<file path="src/rtl/gpio_edge_pkg.sv">
package gpio_edge_pkg;
  localparam int NLINES = 32;
  localparam int ADDR_W = 5;

  localparam logic [ADDR_W-1:0] OFF_DIR = 5'h00;
  localparam logic [ADDR_W-1:0] OFF_OD  = 5'h04;
  localparam logic [ADDR_W-1:0] OFF_DAT = 5'h08;
  localparam logic [ADDR_W-1:0] OFF_EVT = 5'h0C;
  localparam logic [ADDR_W-1:0] OFF_MSK = 5'h10;
  localparam logic [ADDR_W-1:0] OFF_ECT = 5'h14;
  localparam logic [ADDR_W-1:0] OFF_IBE = 5'h1C;
endpackage

</file>
<file path="src/rtl/gpio_sync.sv">
module gpio_sync #(
  parameter int W      = 32,
  parameter int STAGES = 2
) (
  input  logic         clk_i,
  input  logic         rst_ni,
  input  logic [W-1:0] d_i,
  output logic [W-1:0] q_o
);
  logic [W-1:0] stage_q [STAGES];

  for (genvar s = 0; s < STAGES; s++) begin : g_stage
    always_ff @(posedge clk_i or negedge rst_ni) begin
      if (!rst_ni)     stage_q[s] <= '0;
      else if (s == 0) stage_q[s] <= d_i;
      else             stage_q[s] <= stage_q[(s == 0) ? 0 : s-1];
    end
  end

  assign q_o = stage_q[STAGES-1];
endmodule

</file>
<file path="src/rtl/gpio_evt.sv">
module gpio_evt #(
  parameter int W = 32
) (
  input  logic         clk_i,
  input  logic         rst_ni,
  input  logic [W-1:0] pin_i,    // synchronised, register bit order
  input  logic [W-1:0] ibe_i,
  input  logic [W-1:0] fall_only_i,
  input  logic [W-1:0] clr_i,
  output logic [W-1:0] hit_o,
  output logic [W-1:0] evt_o
);
  logic [W-1:0] prev_q, evt_q;

  for (genvar b = 0; b < W; b++) begin : g_line
    logic rise, fall;
    assign rise     = pin_i[b] & ~prev_q[b];
    assign fall     = ~pin_i[b] & prev_q[b];
    assign hit_o[b] = ibe_i[b] & (fall | (rise & ~fall_only_i[b]));
  end

  always_ff @(posedge clk_i or negedge rst_ni) begin
    if (!rst_ni) begin
      prev_q <= '0;
      evt_q  <= '0;
    end else begin
      prev_q <= pin_i;
      // new edge wins over a simultaneous clear
      evt_q  <= (evt_q & ~clr_i) | hit_o;
    end
  end

  assign evt_o = evt_q;
endmodule

</file>
<file path="src/rtl/gpio_edge_ctrl.sv">
module gpio_edge_ctrl
  import gpio_edge_pkg::*;
#(
  parameter int N           = NLINES,
  parameter int SYNC_STAGES = 2
) (
  input  logic              clk_i,
  input  logic              rst_ni,
  input  logic              wr_en_i,
  input  logic              rd_en_i,
  input  logic [ADDR_W-1:0] addr_i,
  input  logic [N-1:0]      wdata_i,
  output logic [N-1:0]      rdata_o,
  input  logic [N-1:0]      gpio_in_i,
  output logic [N-1:0]      gpio_out_o,
  output logic [N-1:0]      gpio_oe_o,
  output logic              irq_o
);
  logic [N-1:0] dir_q, dat_q, msk_q, ect_q, ibe_q;
  logic [N-1:0] pin_sync, pin_reg, pin_gated;
  logic [N-1:0] evt_q, hit, clr;
  logic [N-1:0] rd_mux, rdata_q;

  always_ff @(posedge clk_i or negedge rst_ni) begin
    if (!rst_ni) begin
      dir_q <= '0;
      dat_q <= '0;
      msk_q <= '0;
      ect_q <= '0;
      ibe_q <= '0;
    end else if (wr_en_i) begin
      unique case (addr_i)
        OFF_DIR: dir_q <= wdata_i;
        OFF_DAT: dat_q <= wdata_i;
        OFF_MSK: msk_q <= wdata_i;
        OFF_ECT: ect_q <= wdata_i;
        OFF_IBE: ibe_q <= wdata_i;
        default: ;
      endcase
    end
  end

  gpio_sync #(.W(N), .STAGES(SYNC_STAGES)) u_sync (
    .clk_i (clk_i),
    .rst_ni(rst_ni),
    .d_i   (gpio_in_i),
    .q_o   (pin_sync)
  );

  // pin index n <-> register bit N-1-n
  for (genvar n = 0; n < N; n++) begin : g_map
    assign pin_reg[N-1-n] = pin_sync[n];
    assign gpio_out_o[n]  = dat_q[N-1-n];
    assign gpio_oe_o[n]   = dir_q[N-1-n];
  end

  assign pin_gated = pin_reg & ibe_q;
  assign clr       = (wr_en_i && addr_i == OFF_EVT) ? wdata_i : '0;

  gpio_evt #(.W(N)) u_evt (
    .clk_i      (clk_i),
    .rst_ni     (rst_ni),
    .pin_i      (pin_reg),
    .ibe_i      (ibe_q),
    .fall_only_i(ect_q),
    .clr_i      (clr),
    .hit_o      (hit),
    .evt_o      (evt_q)
  );

  always_comb begin
    unique case (addr_i)
      OFF_DIR: rd_mux = dir_q;
      OFF_DAT: rd_mux = (dat_q & dir_q) | (pin_gated & ~dir_q);
      OFF_EVT: rd_mux = evt_q;
      OFF_MSK: rd_mux = msk_q;
      OFF_ECT: rd_mux = ect_q;
      OFF_IBE: rd_mux = ibe_q;
      default: rd_mux = '0;
    endcase
  end

  always_ff @(posedge clk_i or negedge rst_ni) begin
    if (!rst_ni)      rdata_q <= '0;
    else if (rd_en_i) rdata_q <= rd_mux;
  end

  assign rdata_o = rdata_q;
  assign irq_o   = |(evt_q & msk_q);
endmodule

</file>
<file path="config.mk">
export PLATFORM = sky130hd
export DESIGN_NAME = gpio_edge_ctrl
export DESIGN_NICKNAME = d
export VERILOG_FILES = /design/src/rtl/gpio_edge_pkg.sv /design/src/rtl/gpio_sync.sv /design/src/rtl/gpio_evt.sv /design/src/rtl/gpio_edge_ctrl.sv
export SDC_FILE = /design/constraint.sdc
export NUM_CORES = 1
export LEC_CHECK = 0
export ABC_AREA = 1
export BUFFER_PORTS_ARGS = -buffer_cell sky130_fd_sc_hd__buf_2
export CAP_MARGIN = 0
export CORE_MARGIN = 8
export CORE_UTILIZATION = 55
export DETAILED_ROUTE_END_ITERATION = 8
export PLACE_DENSITY = 0.82
export SLEW_MARGIN = 10
export SYNTH_ARGS = -nofsm -noshare
export SYNTH_HDL_FRONTEND = slang
export SYNTH_HIERARCHICAL = 1
export SYNTH_SLANG_ARGS = --single-unit
</file>
<file path="constraint.sdc">
create_clock -name clk_i -period 1.2 [get_ports clk_i]
set_input_delay 0.24 -clock clk_i [delete_from_list [all_inputs] [get_ports clk_i]]
set_output_delay 0.24 -clock clk_i [all_outputs]
set_load 0.02 [all_outputs]
</file>
==> summary.md, run 1 <==
| Metric | Value |
|---|---|
| Status | `finished, violations left` |
| Failing checks | `setup timing` |
| RSZ-0062 raised after global routing | `true` |
| Max Freq | `498.5 MHz` |
| Nature of the critical path endpoint | `primary output` |
| Die Span X | `177.9 um` |
| Final Skew | `0.008388 ns` |
| Vias in the first global route | `14.27k` |
| Max stage delay on crit path | `0.40 ns` |
| Worst path bufs/invs | `1` |
| CTS Buf Count | `34` |
| Worst Path Arrival | `1.77 ns` |
| Final WS setup | `-0.8058 ns` |
| Mapped Area | `0.01442 sq mm` |
| # fillers | `1601` |
| Clock network fraction of total power | `32.9%` |
| Count of final setup violators | `102` |
| Clk_lat worst skew | `0.51 ns` |
| Nets | `2213` |
| Non-Filler Instances | `2498` |
| Sw Share | `30.15%` |
| Pre-antenna DRT Iters | `6` |
| Largest net degree at the start of global routing | `67` |
| I/O pins | `170` |
| Min Tclk post-route | `2.006 ns` |
| Placement Rows | `59` |
| Area Overhead vs Synth | `35.85%` |
| Worst-path clk slew | `0.06 ns` |
| Part of the power in combinational logic | `23.9%` |
| Max FO, Critical Path | `2` |
| Slowest CP cell | `dfrtp_1` |
| Wirelength per Cell | `18.61 um` |
| Vias post-DR | `14.06k` |
| Register Area | `0.008009 sq mm` |
| First-pass GRT wire length | `71.01 mm` |
| CTS Root Cell | `clkbuf_16` |
| Setup tns final | `-9.911 ns` |
| Rel. slew slack | `75.20%` |
| CP cell instances | `nand2_2 -> nand4_1 -> nor2_1 -> nand4_1 -> buf_6` |
| Least-Margin Pin Slew | `0.3720 ns` |
| Power per Cell Area | `1574 mW/mm^2` |
| Antenna violations before repair | `1` |
| Sequential fraction of design power | `43.2%` |
| Core area | `0.02591 sq mm` |
| GRT overflow | `0` |
| Startpoint types | `flip-flop` |
| Share of layout cells above drive strength 1 | `26.38%` |
| Mapped Cells | `1785` |
| Gpl congestion | `0.8501` |
| Die H | `177.9 um` |
| Htree depth | `2` |
| Post-DR vias/cell | `5.629` |
| TritonCTS clock tree | `built` |
| Die ar. | `0.03165 sq mm` |
| Post-Place Cells | `2309` |
| Slew Viols, Final | `0` |
| # DRC | `0` |
| Pint | `21.54 mW` |
| Final core occ | `75.60%` |
| Leak | `10.11 nW` |
| Max-cap violations | `0` |
| Post-Synthesis Net Count | `1858` |
| Initial core utilization | `55.65%` |
| Hold Crit Class | `in2reg` |
| CP dominant cell by count | `nand4_1` |
| Final hold violation count | `0` |
| Worst vdd ir | `1.394 mV` |
| DP HPWL | `27.62 mm` |
| WP data required | `0.96 ns` |
| Post-route total power | `30.83 mW` |
| Final WL | `46.48 mm` |
| # clock sinks | `320` |
| Tcrit/Tclk final | `167.2%` |
| Port-buffer cells | `169` |
| Setup CP Type | `reg2out` |
| Initial drt markers | `1547` |
| Synth Warn # | `6` |
| Final antenna-violating net count | `0` |
| CTS max path bufs | `3` |
| Syn_area_per_cell | `8.078 sq um` |
| Total net switching power | `9.296 mW` |
| Total track usage | `27.96%` |
| Multi-input gate area | `0.005269 sq mm` |
| Crit-path leading delay family | `simple AND/OR/NAND/NOR gates` |
## state kept, by name (all words and copies together) (netlist names)
name and flops:
u_evt/evt_o 32, msk_q 32, ect_q 32, dat_q 32, u_sync/stage_q 32, u_evt/prev_q 32
u_sync/q_o 32, ibe_q 32, rdata_o 32, dir_q 32
## power by group through the flow
stage | Clock [mW] | Combinational (mW) | Sequential (mW)
6_report | 10.2 | 7.36 | 13.3
2_1_floorplan | 0 | 2.33 | 13.7
3_5_place_dp | 0 | 5.07 | 13.4
5_1_grt | 10.8 | 7.96 | 13.5
4_1_cts | 10.2 | 6.45 | 13.2
3_3_place_gp | 0 | 4.86 | 13.3
## per-stage QoR
stage / instance area (sq um) / hold slack (ns) / worst slack (ns)
4_1_cts: 19070 / 0.05839 / -0.7713
3_5_place_dp: 16530 / 0.1108 / -0.3306
6_report: 19590 / 0.08038 / -0.8058
5_1_grt: 19580 / 0.08776 / -0.8638
3_3_place_gp: 16530 / 0.1090 / -0.2460
2_1_floorplan: 14550 / -0.05559 / -0.03022
## repair_timing
item                                   in CTS  in global routing
hold buffers                               33                  0
gates resized for setup                   203                153
endpoints found under the hold margin     285                  0
setup endpoints to repair                  97                126
cloned                                      0                  0
pin swaps                                   3                104
buffers inserted                           71                 27
## layer usage
metal,global-route usage [%],up-vias,routed length (um)
met5,0,-,13
li1,-,6317,-
met2,47.32,819,22830
met4,13.16,2,2281
met3,6.021,220,3919
met1,33.60,6704,17440
## cell usage in the layout, fill, tap and decap left out, types with 44 or more instances in the layout
cell type / instances
buf_2: 70
buf_4: 182
buf_6: 124
dfrtp_1: 319
inv_1: 168
nand2_1: 586
nand4_1: 121
nor2_1: 160
o21ai_0: 128
o21ai_1: 44
## layout make-up
class,instances,share of cell area (%)
flip-flops and latches,320,40.89
multi-input cells,1148,26.90
repair buffers,438,20.52
clock buffers,52,5.104
inverters,198,4.152
well taps,335,2.140
clock inverters,5,0.2747
diodes,2,0.02555
## final timing paths
path	cells past startpoint	from	end	slack, ns
max	5	msk_q[28]	irq_o	-0.81
min in group asynchronous	2	rst_ni	u_sync/stage_q[61]	0.18
max in group asynchronous	3	rst_ni	u_evt/evt_o[17]	0.37
min	3	wdata_i[31]	dat_q[31]	0.08
min reg2reg	0	u_sync/stage_q[61]	u_sync/q_o[29]	0.35
max reg2reg	9	dir_q[3]	rdata_o[3]	-0.20
## worst min-delay path: stages
cell     delay (ns)
buf_2          0.07
inv_1          0.10
o21ai_1        0.14
(Power assumes the default switching activity.)
==> run 2: changes to the inputs <==
--- a/config.mk
+++ b/config.mk
@@ -7,5 +7,5 @@
 export LEC_CHECK = 0
 export ABC_AREA = 1
-export BUFFER_PORTS_ARGS = -buffer_cell sky130_fd_sc_hd__buf_2
+export BUFFER_PORTS_ARGS = -buffer_cell sky130_fd_sc_hd__buf_4
 export CAP_MARGIN = 0
 export CORE_MARGIN = 8
==> constraint.sdc (replaced) <==
create_clock -name clk_i -period 1.2 [get_ports clk_i]
set_input_delay 0.06 -clock clk_i [delete_from_list [all_inputs] [get_ports clk_i]]
set_output_delay 0.06 -clock clk_i [all_outputs]
set_load 0.02 [all_outputs]
==> run 2 against run 1 <==
  * The flow still finishes with violations (setup timing)
  * Design area fell by 4.8%
  * Worst hold slack got worse by 0.028 ns
  * Routed wire length shrank 9.5%
  * Power is 4.8% lower
  * Count of clock-buffer cells in the layout unchanged
  * Non-clock buffer count is 76 lower
  * Register-to-register slack improved by 0.20 ns
  * Fmax increased by 18%
  * Largest cell class unchanged
  * Highest routed layer is now met4
==> summary.md, run 2 (synthesized netlist as in run 1, its figures left out) <==
| Metric | Value |
|---|---|
| Die H | `177.9 um (unchanged)` |
| Reg-to-reg critical path startpoint | `u_sync/q_o[10]` |
| Failing checks | `setup timing` |
| I/O pins | `170 (unchanged)` |
| Clk_lat worst skew | `0.51 ns (about the same)` |
| CTS Root Cell | `clkbuf_16` |
| Die Span X | `177.9 um (unchanged)` |
| First-pass GRT wire length | `66.93 mm (-5.7%)` |
| Htree depth | `2 (unchanged)` |
| DP HPWL | `27.66 mm (+0.17%)` |
| Clock network fraction of total power | `35.6% (+2.7 points)` |
| CP cell instances | `nand2_2 -> nand4_1 -> nor2_2 -> nand4_1 -> buf_4` |
| Final non-filler cell area | `0.01866 sq mm (-4.8%)` |
| Final WS setup | `-0.5040 ns (+0.3018 ns)` |
| Total net switching power | `8.633 mW (-7.1%)` |
| Pre-antenna DRT Iters | `6 (unchanged)` |
| Max Freq | `586.8 MHz (+18%)` |
| Dpl cell area | `0.01666 sq mm (+0.79%)` |
| Final antenna-violating net count | `0 (unchanged)` |
| Status | `finished, violations left` |
| Die ar. | `0.03165 sq mm (unchanged)` |
| Setup CP Type | `reg2out` |
| Final hold violation count | `0 (unchanged)` |
| CTS Buf Count | `35 (+2.9%)` |
| Register Area | `0.008009 sq mm (unchanged)` |
| Total track usage | `26.34% (-1.6 points)` |
| Part of the power in combinational logic | `19.0% (-4.9 points)` |
| Startpoint types | `flip-flop` |
| Nets | `2138 (-3.4%)` |
| CP dominant cell by count | `nand4_1` |
| Worst vdd ir | `1.507 mV (+8.1%)` |
| Least-Margin Pin Slew | `0.3845 ns (+0.01245 ns)` |
| Leak | `9.643 nW (-4.7%)` |
| Placement Rows | `59 (unchanged)` |
| Nature of the critical path endpoint | `primary output` |
| Min Tclk post-route | `1.704 ns (-0.3018 ns)` |
| Multi-input gate area | `0.005149 sq mm (-2.3%)` |
| CP startpoint | `u_evt/evt_o[13]` |
| Worst Path Arrival | `1.64 ns (-0.13 ns)` |
| Most frequent cells in the layout | `nand2_1, dfrtp_1, buf_4` |
| Sequential fraction of design power | `45.3% (+2.1 points)` |
| Wirelength per Cell | `17.33 um (-6.9%)` |
| Gpl congestion | `0.8559 (+0.68%)` |
| Final Skew | `0.009447 ns (+0.001059 ns)` |
| Worst-path clk slew | `0.06 ns (about the same)` |
| WP data required | `1.14 ns (+0.18 ns)` |
| Min Hold Slack | `0.05275 ns (-0.02763 ns)` |
| Vias in the first global route | `13.33k (-6.6%)` |
| TritonCTS clock tree | `built` |
| Hold Crit Class | `in2async` |
| Core area | `0.02591 sq mm (unchanged)` |
| Port-buffer cells | `169 (unchanged)` |
| Initial drt markers | `1256 (-19%)` |
| Sw Share | `29.41% (-0.74 points)` |
| Power per Cell Area | `1574 mW/mm^2 (about the same)` |
| Area Overhead vs Synth | `29.38%` |
| GRT overflow | `0 (unchanged)` |
| RSZ-0062 raised after global routing | `true` |
| Largest net degree at the start of global routing | `48 (-28%)` |
| Max stage delay on crit path | `0.40 ns (about the same)` |
| Post-Place Cells | `2278 (-1.3%)` |
| Commonest non-fill, non-tap cell in the layout | `nand2_1` |
| # DRC | `0 (unchanged)` |
| Post-Place Setup Slack | `-0.1414 ns (+0.1892 ns)` |
| Max FO, Critical Path | `2 (unchanged)` |
| Antenna violations before repair | `2 (+1)` |
| Initial core utilization | `55.65% (unchanged)` |
| CTS max path bufs | `3 (unchanged)` |
| Slew Viols, Final | `0 (unchanged)` |
| # fillers | `1762 (+10%)` |
| Vias post-DR | `13.24k (-5.8%)` |
| Share of layout cells above drive strength 1 | `19.90% (-6.5 points)` |
| Final WL | `42.05 mm (-9.5%)` |
| Slowest CP cell | `dfrtp_1` |
| Tcrit/Tclk final | `142.0% (-25 points)` |
| Pint | `20.73 mW (-3.8%)` |
| Non-Filler Instances | `2427 (-2.8%)` |
| # clock sinks | `320 (unchanged)` |
| Post-DR vias/cell | `5.455 (-3.1%)` |
| Max-cap violations | `0 (unchanged)` |
| Rel. slew slack | `74.37% (-0.83 points)` |
| Count of final setup violators | `2 (-98%)` |
## run 2: cell count changes in the layout (fill, tap and decap cells not counted), moves of 18 or more
cell | previous run | this run
buf_2 | 70 | 0
buf_4 | 182 | 269
buf_6 | 124 | 2
dlygate4sd3_1 | 33 | 66
inv_1 | 168 | 193
inv_4 | 22 | 0
o21ai_0 | 128 | 181
o21ai_1 | 44 | 9
o21ai_2 | 18 | 0
## run 2: critical path: cells and delay by family (launching register included)
kind | cells | cell delay (ns)
and+or+nand+nor | 4 | 0.54
DFF | 1 | 0.40
buffers and inverters | 1 | 0.20
## run 2: what timing repair did
item | in CTS | in global routing
resized for setup | 9 | 19
pin swaps | 8 | 21
endpoints found under the hold margin | 527 | 0
buffers inserted | 5 | 16
setup endpoints to repair | 1 | 10
hold buffers | 66 | 0
## run 2: worst paths after layout
path / to / slack [ns] / depth (start not counted)
min in group clk_i: dat_q[5] / 0.14 / 4
worst max register to register: rdata_o[21] / 0 / 8
max in group asynchronous: rdata_o[19] / 0.56 / 3
worst min-delay path: u_sync/stage_q[62] / 0.05 / 2
worst min register to register: u_sync/q_o[2] / 0.34 / 0
worst max-delay path: irq_o / -0.50 / 5
## run 2: power by group through the flow
stage	Sequential [mW]	Clock (mW)	Combinational, mW
6_report	13.3	10.5	5.58
5_1_grt	13.5	11.0	6.16
4_1_cts	13.3	10.6	5.43
3_5_place_dp	13.4	0	5.14
3_3_place_gp	13.4	0	4.91
2_1_floorplan	13.7	0	2.29
## run 2: routing by layer
layer | share of wire [%] | up-vias | GRT usage (%) | wire, um
met5 | 0 | - | 0 | 0
met4 | 3.2 | 0 | 10.07 | 1326
met3 | 8.1 | 99 | 4.702 | 3393
met2 | 49 | 581 | 44.84 | 20730
met1 | 39 | 6394 | 32.99 | 16600
li1 | - | 6166 | - | -
## run 2: through the flow
| stage | total power, mW | setup TNS [ns] | utilization [%] |
|---|---|---|---|
| floorplan | 16.01 | 0 | - |
| global placement | 18.27 | -6.648 | 64.31 |
| detailed placement | 18.56 | -10.89 | 64.31 |
| CTS | 29.27 | -0.5561 | 71.46 |
| global route | 30.68 | -0.7996 | 72.00 |
| finish | 29.36 | -0.5061 | 72.00 |
## run 2: layout make-up
type	instances	share of cell area (%)
clock inverter	10	0.3219
inverter	198	3.984
multi-input combinational	1148	27.60
tap	335	2.247
timing repair buffer	362	17.14
antenna	2	0.02683
clock buffer	52	5.748
sequential	320	42.93
